**src/rtl/i2c_cond_pkg.sv**
```systemverilog
package i2c_cond_pkg;

    // Number of flops in the synchronizer. One more delay stage follows them.
    localparam int SYNC_STAGES = 2;
    // The two bus lines
    localparam int N_LINES     = 2;
    localparam int IDX_SCL     = 0;
    localparam int IDX_SDA     = 1;

    typedef struct packed {
        logic sda;
        logic scl;
    } bus_lines_t;

    typedef struct packed {
        logic start;
        logic rstart;
        logic stop;
        logic scl_rise;
    } bus_events_t;

    // SDA falls while SCL is high in both samples
    function automatic logic is_start(bus_lines_t prv, bus_lines_t cur);
        return prv.scl & cur.scl & prv.sda & ~cur.sda;
    endfunction

    // SDA rises while SCL is high in both samples
    function automatic logic is_stop(bus_lines_t prv, bus_lines_t cur);
        return prv.scl & cur.scl & ~prv.sda & cur.sda;
    endfunction

endpackage

```
**src/rtl/i2c_line_sync.sv**
```systemverilog
module i2c_line_sync #(
    parameter int WIDTH  = 2,
    parameter int STAGES = 2
) (
    input  logic             clk_i,
    input  logic             rst_i,
    input  logic [WIDTH-1:0] raw_i,
    output logic [WIDTH-1:0] cur_o,
    output logic [WIDTH-1:0] prv_o
);

    localparam int LAST = STAGES;

    for (genvar g = 0; g < WIDTH; g++) begin : g_line
        // STAGES synchronizer flops, then one delay flop
        logic [LAST:0] shift_q;

        always_ff @(posedge clk_i) begin
            if (rst_i) begin
                shift_q <= '1;  // lines idle high
            end else begin
                shift_q <= {shift_q[LAST-1:0], raw_i[g]};
            end
        end

        assign cur_o[g] = shift_q[LAST-1];
        assign prv_o[g] = shift_q[LAST];
    end

endmodule

```
**src/rtl/i2c_cond_fsm.sv**
```systemverilog
module i2c_cond_fsm
    import i2c_cond_pkg::*;
(
    input  logic        clk_i,
    input  logic        rst_i,
    input  bus_lines_t  cur_i,
    input  bus_lines_t  prv_i,
    output bus_events_t evt_o,
    output logic        busy_o
);

    logic        start_det;
    logic        stop_raw;
    logic        scl_fall;
    logic        scl_rise;
    logic        mask_q;
    logic        busy_q;
    bus_events_t evt_q;

    assign start_det = is_start(prv_i, cur_i);
    assign stop_raw  = is_stop(prv_i, cur_i);
    assign scl_rise  = cur_i.scl & ~prv_i.scl;
    assign scl_fall  = ~cur_i.scl & prv_i.scl;

    always_ff @(posedge clk_i) begin
        if (rst_i) begin
            evt_q  <= '0;
            busy_q <= 1'b0;
            mask_q <= 1'b0;
        end else begin
            evt_q          <= '0;
            evt_q.scl_rise <= scl_rise;
            if (start_det) begin
                // START has priority over any SDA rise in the same cycle
                evt_q.start  <= ~busy_q;
                evt_q.rstart <= busy_q;
                busy_q       <= 1'b1;
                mask_q       <= 1'b1;
            end else if (stop_raw && !mask_q) begin
                evt_q.stop <= 1'b1;
                busy_q     <= 1'b0;
            end
            if (scl_fall) begin
                mask_q <= 1'b0;
            end
        end
    end

    assign evt_o  = evt_q;
    assign busy_o = busy_q;

    AST_START_SETS_BUSY: assert property (@(posedge clk_i) disable iff (rst_i)
        evt_q.start |-> busy_q && !$past(busy_q));
    AST_RSTART_KEEPS_BUSY: assert property (@(posedge clk_i) disable iff (rst_i)
        evt_q.rstart |-> busy_q && $past(busy_q));
    AST_STOP_FREES: assert property (@(posedge clk_i) disable iff (rst_i)
        evt_q.stop |-> !busy_q);
    AST_MASKED_STOP: assert property (@(posedge clk_i) disable iff (rst_i)
        (mask_q && stop_raw) |=> !evt_q.stop);
    AST_LOW_SCL_QUIET: assert property (@(posedge clk_i) disable iff (rst_i)
        (!cur_i.scl) |=> !(evt_q.start || evt_q.rstart || evt_q.stop));
    AST_ONE_CONDITION: assert property (@(posedge clk_i) disable iff (rst_i)
        $onehot0({evt_q.start, evt_q.rstart, evt_q.stop}));
    AST_START_PULSE: assert property (@(posedge clk_i) disable iff (rst_i)
        evt_q.start |=> !evt_q.start);
    AST_RISE_PULSE: assert property (@(posedge clk_i) disable iff (rst_i)
        evt_q.scl_rise |=> !evt_q.scl_rise);

endmodule

```
**src/rtl/i2c_cond_detect.sv**
```systemverilog
module i2c_cond_detect
    import i2c_cond_pkg::*;
(
    input  logic clk_i,
    input  logic rst_i,
    input  logic scl_i,
    input  logic sda_i,
    output logic start_o,
    output logic rstart_o,
    output logic stop_o,
    output logic scl_rise_o,
    output logic bus_busy_o
);

    logic [N_LINES-1:0] raw_lines;
    logic [N_LINES-1:0] cur_lines;
    logic [N_LINES-1:0] prv_lines;
    bus_lines_t         cur_s;
    bus_lines_t         prv_s;
    bus_events_t        evt;

    assign raw_lines[IDX_SCL] = scl_i;
    assign raw_lines[IDX_SDA] = sda_i;

    i2c_line_sync #(
        .WIDTH  (N_LINES),
        .STAGES (SYNC_STAGES)
    ) u_sync (
        .clk_i (clk_i),
        .rst_i (rst_i),
        .raw_i (raw_lines),
        .cur_o (cur_lines),
        .prv_o (prv_lines)
    );

    assign cur_s.scl = cur_lines[IDX_SCL];
    assign cur_s.sda = cur_lines[IDX_SDA];
    assign prv_s.scl = prv_lines[IDX_SCL];
    assign prv_s.sda = prv_lines[IDX_SDA];

    i2c_cond_fsm u_fsm (
        .clk_i  (clk_i),
        .rst_i  (rst_i),
        .cur_i  (cur_s),
        .prv_i  (prv_s),
        .evt_o  (evt),
        .busy_o (bus_busy_o)
    );

    assign start_o    = evt.start;
    assign rstart_o   = evt.rstart;
    assign stop_o     = evt.stop;
    assign scl_rise_o = evt.scl_rise;

    AST_RESET_FREE: assert property (@(posedge clk_i)
        $past(rst_i) |-> !bus_busy_o && !start_o && !stop_o);

endmodule

```
**config.mk**
```make
export PLATFORM = sky130hd
export DESIGN_NAME = i2c_cond_detect
export DESIGN_NICKNAME = d
export VERILOG_FILES = /design/src/rtl/i2c_cond_pkg.sv /design/src/rtl/i2c_line_sync.sv /design/src/rtl/i2c_cond_fsm.sv /design/src/rtl/i2c_cond_detect.sv
export SDC_FILE = /design/constraint.sdc
export NUM_CORES = 1
export LEC_CHECK = 0
export ABC_AREA = 0
export ABC_CLOCK_PERIOD_IN_PS = 1500
export BUFFER_PORTS_ARGS = -buffer_cell sky130_fd_sc_hd__buf_2
export CAP_MARGIN = 20
export CORE_AREA = 5 5 42 44
export DETAILED_ROUTE_END_ITERATION = 7
export DIE_AREA = 0 0 47 49
export GPL_TIMING_DRIVEN = 0
export PLACE_DENSITY = 0.44
export SETUP_SLACK_MARGIN = 0.02
export SYNTH_ARGS = -nofsm -noshare
export SYNTH_HDL_FRONTEND = slang
export SYNTH_SLANG_ARGS = --single-unit
export TNS_END_PERCENT = 10
```
**constraint.sdc**
```tcl
create_clock -name clk_i -period 1.5 [get_ports clk_i]
set_clock_uncertainty 0.2 [all_clocks]
set_input_delay 0.15 -clock clk_i [delete_from_list [all_inputs] [get_ports clk_i]]
set_output_delay 0.15 -clock clk_i [all_outputs]
set_load 0.02 [all_outputs]
```
# After elaboration in Yosys (flattened, before gate mapping)
# Index checks and enable logic that the tools add are counted.
op_classes:
  mux: 3
  n_reduce_logical: 6
  bitwise_logic: 13
ops:
  columns: ["op", "n"]
  rows:
  - ["1-bit AND", 7]
  - ["1-bit NOT", 6]
  - ["2-bit OR reduction", 3]
  - ["1-bit two-way mux", 3]
  - ["2-bit nonzero test", 1]
  - ["1-bit logical AND", 1]
  - ["1-bit logical NOT", 1]
word_totals:
  register_bits: 12
  out_inout_bits: 5

# Longest topological paths before layout
depth:
  ltp_word: 6
  ltp_mapped: 4
  depth_no_buf: 3

# By module
# A second synthesis with hierarchy kept.
hier_totals:
  hier_cells: 37
  hier_area_um2: 402.9
modules_own_cells:
  columns: ["module", "instances", "area_per_inst_um2", "seq_area_each_um2", "cells_per_inst"]
  rows:
  - ["i2c_cond_fsm", 1, 215.2, 120.1, 21]
  - ["i2c_line_sync", 1, 187.7, 120.1, 16]

# Worst setup path before layout
# No wires, ideal clock.
synth_path:
  path_kind: "register -> register"
  startpoint: "register u_sync.g_line[0].shift_q[2]"
  endpoint: "register u_fsm.busy_q (netlist: u_fsm.busy_o)"
  period_less_slack_ps: 995
  required_time_ps: 1182
  arrival_ps: 677
  setup_slack_ps: 505
  n_path_buf: 0
  path_stages_with_launch: 4
  path_cell_list: "dfxtp_1 nand4b_1 a21oi_1 nor3_1"
synth_via:
  elab_chain_len: 5
  word_cells_on_any_way: 8
  classes_between: "1 x mux; 5 x bitwise; 2 x reduce/logical"
synth_rtl:
  columns: ["item", "line_no", "rtl"]
  rows:
  - ["start: declaration", "i2c_line_sync.sv:16", "logic [LAST:0] shift_q;"]
  - ["start signal: assignment", "i2c_line_sync.sv:22", "shift_q <= {shift_q[LAST-1:0], raw_i[g]};"]
  - ["1-bit AND (*)", "i2c_cond_pkg.sv:24, i2c_cond_pkg.sv:29", null]
  - ["1-bit AND (2 in series)", "i2c_cond_pkg.sv:29", "return prv.scl & cur.scl & ~prv.sda & cur.sda;"]
  - ["1-bit logical AND", "i2c_cond_fsm.sv:39", "end else if (stop_raw && !mask_q) begin"]
  - ["2-bit nonzero test (no source line)", null, null]
  - ["end signal: assignment", "i2c_cond_fsm.sv:28", "busy_q <= 1'b0;"]
  - ["end signal: assignment", "i2c_cond_fsm.sv:37", "busy_q <= 1'b1;"]
  - ["end signal: assignment", "i2c_cond_fsm.sv:41", "busy_q <= 1'b0;"]
  - ["end: declaration", "i2c_cond_fsm.sv:17", "logic busy_q;"]
# Mark *: on every way between the ends. The rest lies on a longest branch, timed or not.
# A chain may end at the register's enable or synchronous reset.

# Worst setup path after layout
layout_path:
  startpoint: "register u_fsm.busy_q (netlist: u_fsm.busy_o)"
  endpoint: "output bus_busy_o"
layout_lines:
  columns: ["item", "line_no", "rtl"]
  rows:
  - ["end: declaration", "i2c_cond_detect.sv:12", "output logic bus_busy_o"]
# No word-level cell between the ends.

==> results.json <==
{
  "setup_viol_count_final": 0,
  "setup_slack_ns": 0.305,
  "tns_ns": 0,
  "maxCapViolCount": 0,
  "hold_start": "u_sync.g_line[1].shift_q[0]",
  "yosys_register_bits": 12,
  "post_cts.repair.setup_buffers": 0,
  "cts.reportedPaths.clkPinSlew_ns": 0.07,
  "internal-power_uw": 443,
  "grt_pass1_vias": 255,
  "crit_required_ns": 1.15,
  "holdPathEnd": "u_sync.g_line[1].shift_q[1]",
  "critPathMaxFanout": 5,
  "fin_nets": 53,
  "core_area_um2": 1400,
  "seq_area_um2": 240,
  "cts.sinks": 12,
  "wl_met3_um": 63,
  "routed_wl_um": 586,
  "insertion_delay_ns": 0.26,
  "fin_total_pwr_uw": 561,
  "power_density_nw_per_um2": 1160,
  "irDropWorstVdd_mv": 0.356,
  "grt_max_degree": 11,
  "maxSlewViolCount": 0,
  "drt_pass1_iterations": 1,
  "wl_met2_um": 269,
  "design_area_um2": 482,
  "die-area_um2": 2300,
  "end_kind": "output pin",
  "crit_buf_inv": 1,
  "timing.rr.start": "u_sync.g_line[0].shift_q[2]",
  "cpPeakStageDelay_ns": 0.39,
  "gr-total-overflow": 0,
  "vias": 264,
  "drc": 0,
  "worst_slew_pin_slew_ns": 0.173,
  "hp-class": "reg -> reg",
  "gp_congestion": 0.643,
  "cp_slowest_cell": "dfxtp_1",
  "ys_warn_count": 0,
  "path_cells": "buf_2",
  "hpwl_um": 411,
  "synth_area_um2": 374,
  "fin_crit_sh": 0.796,
  "hold_depth": 1,
  "antenna_cells": 0,
  "power_frac_clock": 0.332,
  "hold_violations": 0,
  "startpoint_type": "flop",
  "status": "completed",
  "vias_per_cell": 4.19,
  "grt_usage": 0.0636,
  "p_comb_frac": 0.068,
  "die_w_um": 47,
  "io-pin-count": 9,
  "highest_layer": "met3",
  "leakagePower_uw": 0.000208,
  "path_class": "reg -> out",
  "final_cell_mix": "12 x dfxtp_1, 7 x buf_2, 5 x or2_2",
  "syn2layout_area_growth_pct": 28.8,
  "switching_share": 0.210,
  "post-place-ws_ns": 0.447,
  "post_cts_resized": 0,
  "power_frac_seq": 0.600,
  "r2r-end": "u_fsm.busy_o",
  "ant_nets": 0,
  "min_period_ns": 1.19,
  "fp.dieH_um": 49,
  "syn-num-nets": 38,
  "cp_top_family": "flip-flops",
  "rr_worst_depth": 3,
  "fillers": 159,
  "met1Wirelength_um": 252,
  "critPathArrivalTime_ns": 0.84,
  "ctsHtreeMaxLevel": 1,
  "synthCells": 34,
  "clock-root-buffer": "clkbuf_4",
  "wl_per_cell_um": 9.30,
  "drt_iter0_drc": 0,
  "reg2reg_slack_ns": 0.43,
  "antenna_found_initial": 0,
  "numCtsBuffers": 3,
  "synth.distinct_cells": 13,
  "io_buffers": 7,
  "drive_gt1_frac": 0.362,
  "slew_headroom": 0.884,
  "multi_input_area_um2": 111,
  "placed_area_um2": 429,
  "seq_area_frac_synth": 0.642,
  "dp_cells": 57,
  "max_freq_mhz": 837,
  "syn_avg_cell_area_um2": 11.0,
  "final_common_cell": "dfxtp_1",
  "clk_path_buf_depth": 2,
  "p_sw_uw": 118,
  "rsz0062_at_grt": "false",
  "stdcell_count": 63,
  "rows": 14,
  "grt_pass1_wl_um": 972,
  "start_util": 0.267,
  "tritoncts": "built"
}
==> layer usage <==
metal	global-route usage	vias up
li1	-	139
met1	0.0667	117
met2	0.0814	8
met3	0.0332	0
met4	0.0691	0
met5	0	-
==> repair_timing <==
action / 4_1_cts / 5_1_grt
endpoints found under the setup margin: 0 / 0
hold buffers: 3 / 0
hold endpoints to repair: 10 / 0
==> worst reg2reg max path, cell delays in order (launching register included) <==
cell and delay [ns]:
dfxtp_1 0.41, nand4b_1 0.14, a21oi_1 0.17, nor3_1 0.05
==> stage by stage <==
stage,utilization,hold slack (ns)
floorplan,-,0.0538
global placement,0.306,0.135
detailed placement,0.306,0.136
CTS,0.344,0.217
global route,0.344,0.247
finish,0.344,0.214
==> power groups by stage <==
stage | registers, uW | clock network [uW] | logic (uW)
6_report | 337 | 186 | 38.1
3_3_place_gp | 344 | 0 | 31.8
3_5_place_dp | 344 | 0 | 32.1
4_1_cts | 337 | 197 | 38.4
2_1_floorplan | 346 | 0 | 20.3
5_1_grt | 338 | 211 | 42.3
==> cell families after synthesis <==
| family | share of synthesized area |
|---|---|
| AOI/OAI and AO/OA | 0.0468 |
| DFF | 0.642 |
| buffers and inverters | 0.0602 |
| and+or+nand+nor | 0.251 |
==> worst max path at each step <==
stage,startpoint,to,slack [ns],cells past startpoint
finish,u_fsm.busy_o,bus_busy_o,0.31,1
global route,u_fsm.busy_o,bus_busy_o,0.22,1
CTS,u_fsm.busy_o,bus_busy_o,0.28,1
detailed placement,u_sync.g_line[0].shift_q[1],u_fsm.busy_o,0.45,3
global placement,u_sync.g_line[0].shift_q[2],u_fsm.busy_o,0.44,3
floorplan,u_sync.g_line[0].shift_q[2],u_fsm.busy_o,0.51,3
==> flip-flops by register name, summed over array words and instances (netlist names) <==
signal	flops
u_sync.g_line.shift_q	6
u_fsm.evt_o	4
u_fsm.busy_o	1
u_fsm.mask_q	1
==> Yosys cell counts, drive strengths merged <==
cell type,number,area (um2)
nor2b,1,6.26
dfxtp,12,240
or2,5,31.3
nand4,1,6.26
nor3,3,15.0
nor3b,1,7.51
nor2,3,18.8
a21oi,1,5.00
inv,3,11.3
buf,1,11.3
a31oi,2,12.5
nand4b,1,8.76
==> cell type report <==
| cell class | count | area share |
|---|---|---|
| repair buffers | 10 | 0.135 |
| flip-flops and latches | 12 | 0.499 |
| clock buffers | 3 | 0.0468 |
| multi-input cells | 18 | 0.231 |
| well taps | 16 | 0.0416 |
| inverters | 3 | 0.0234 |
| plain buffers | 1 | 0.0234 |
No activity file was read; power rests on OpenSTA's default activity.
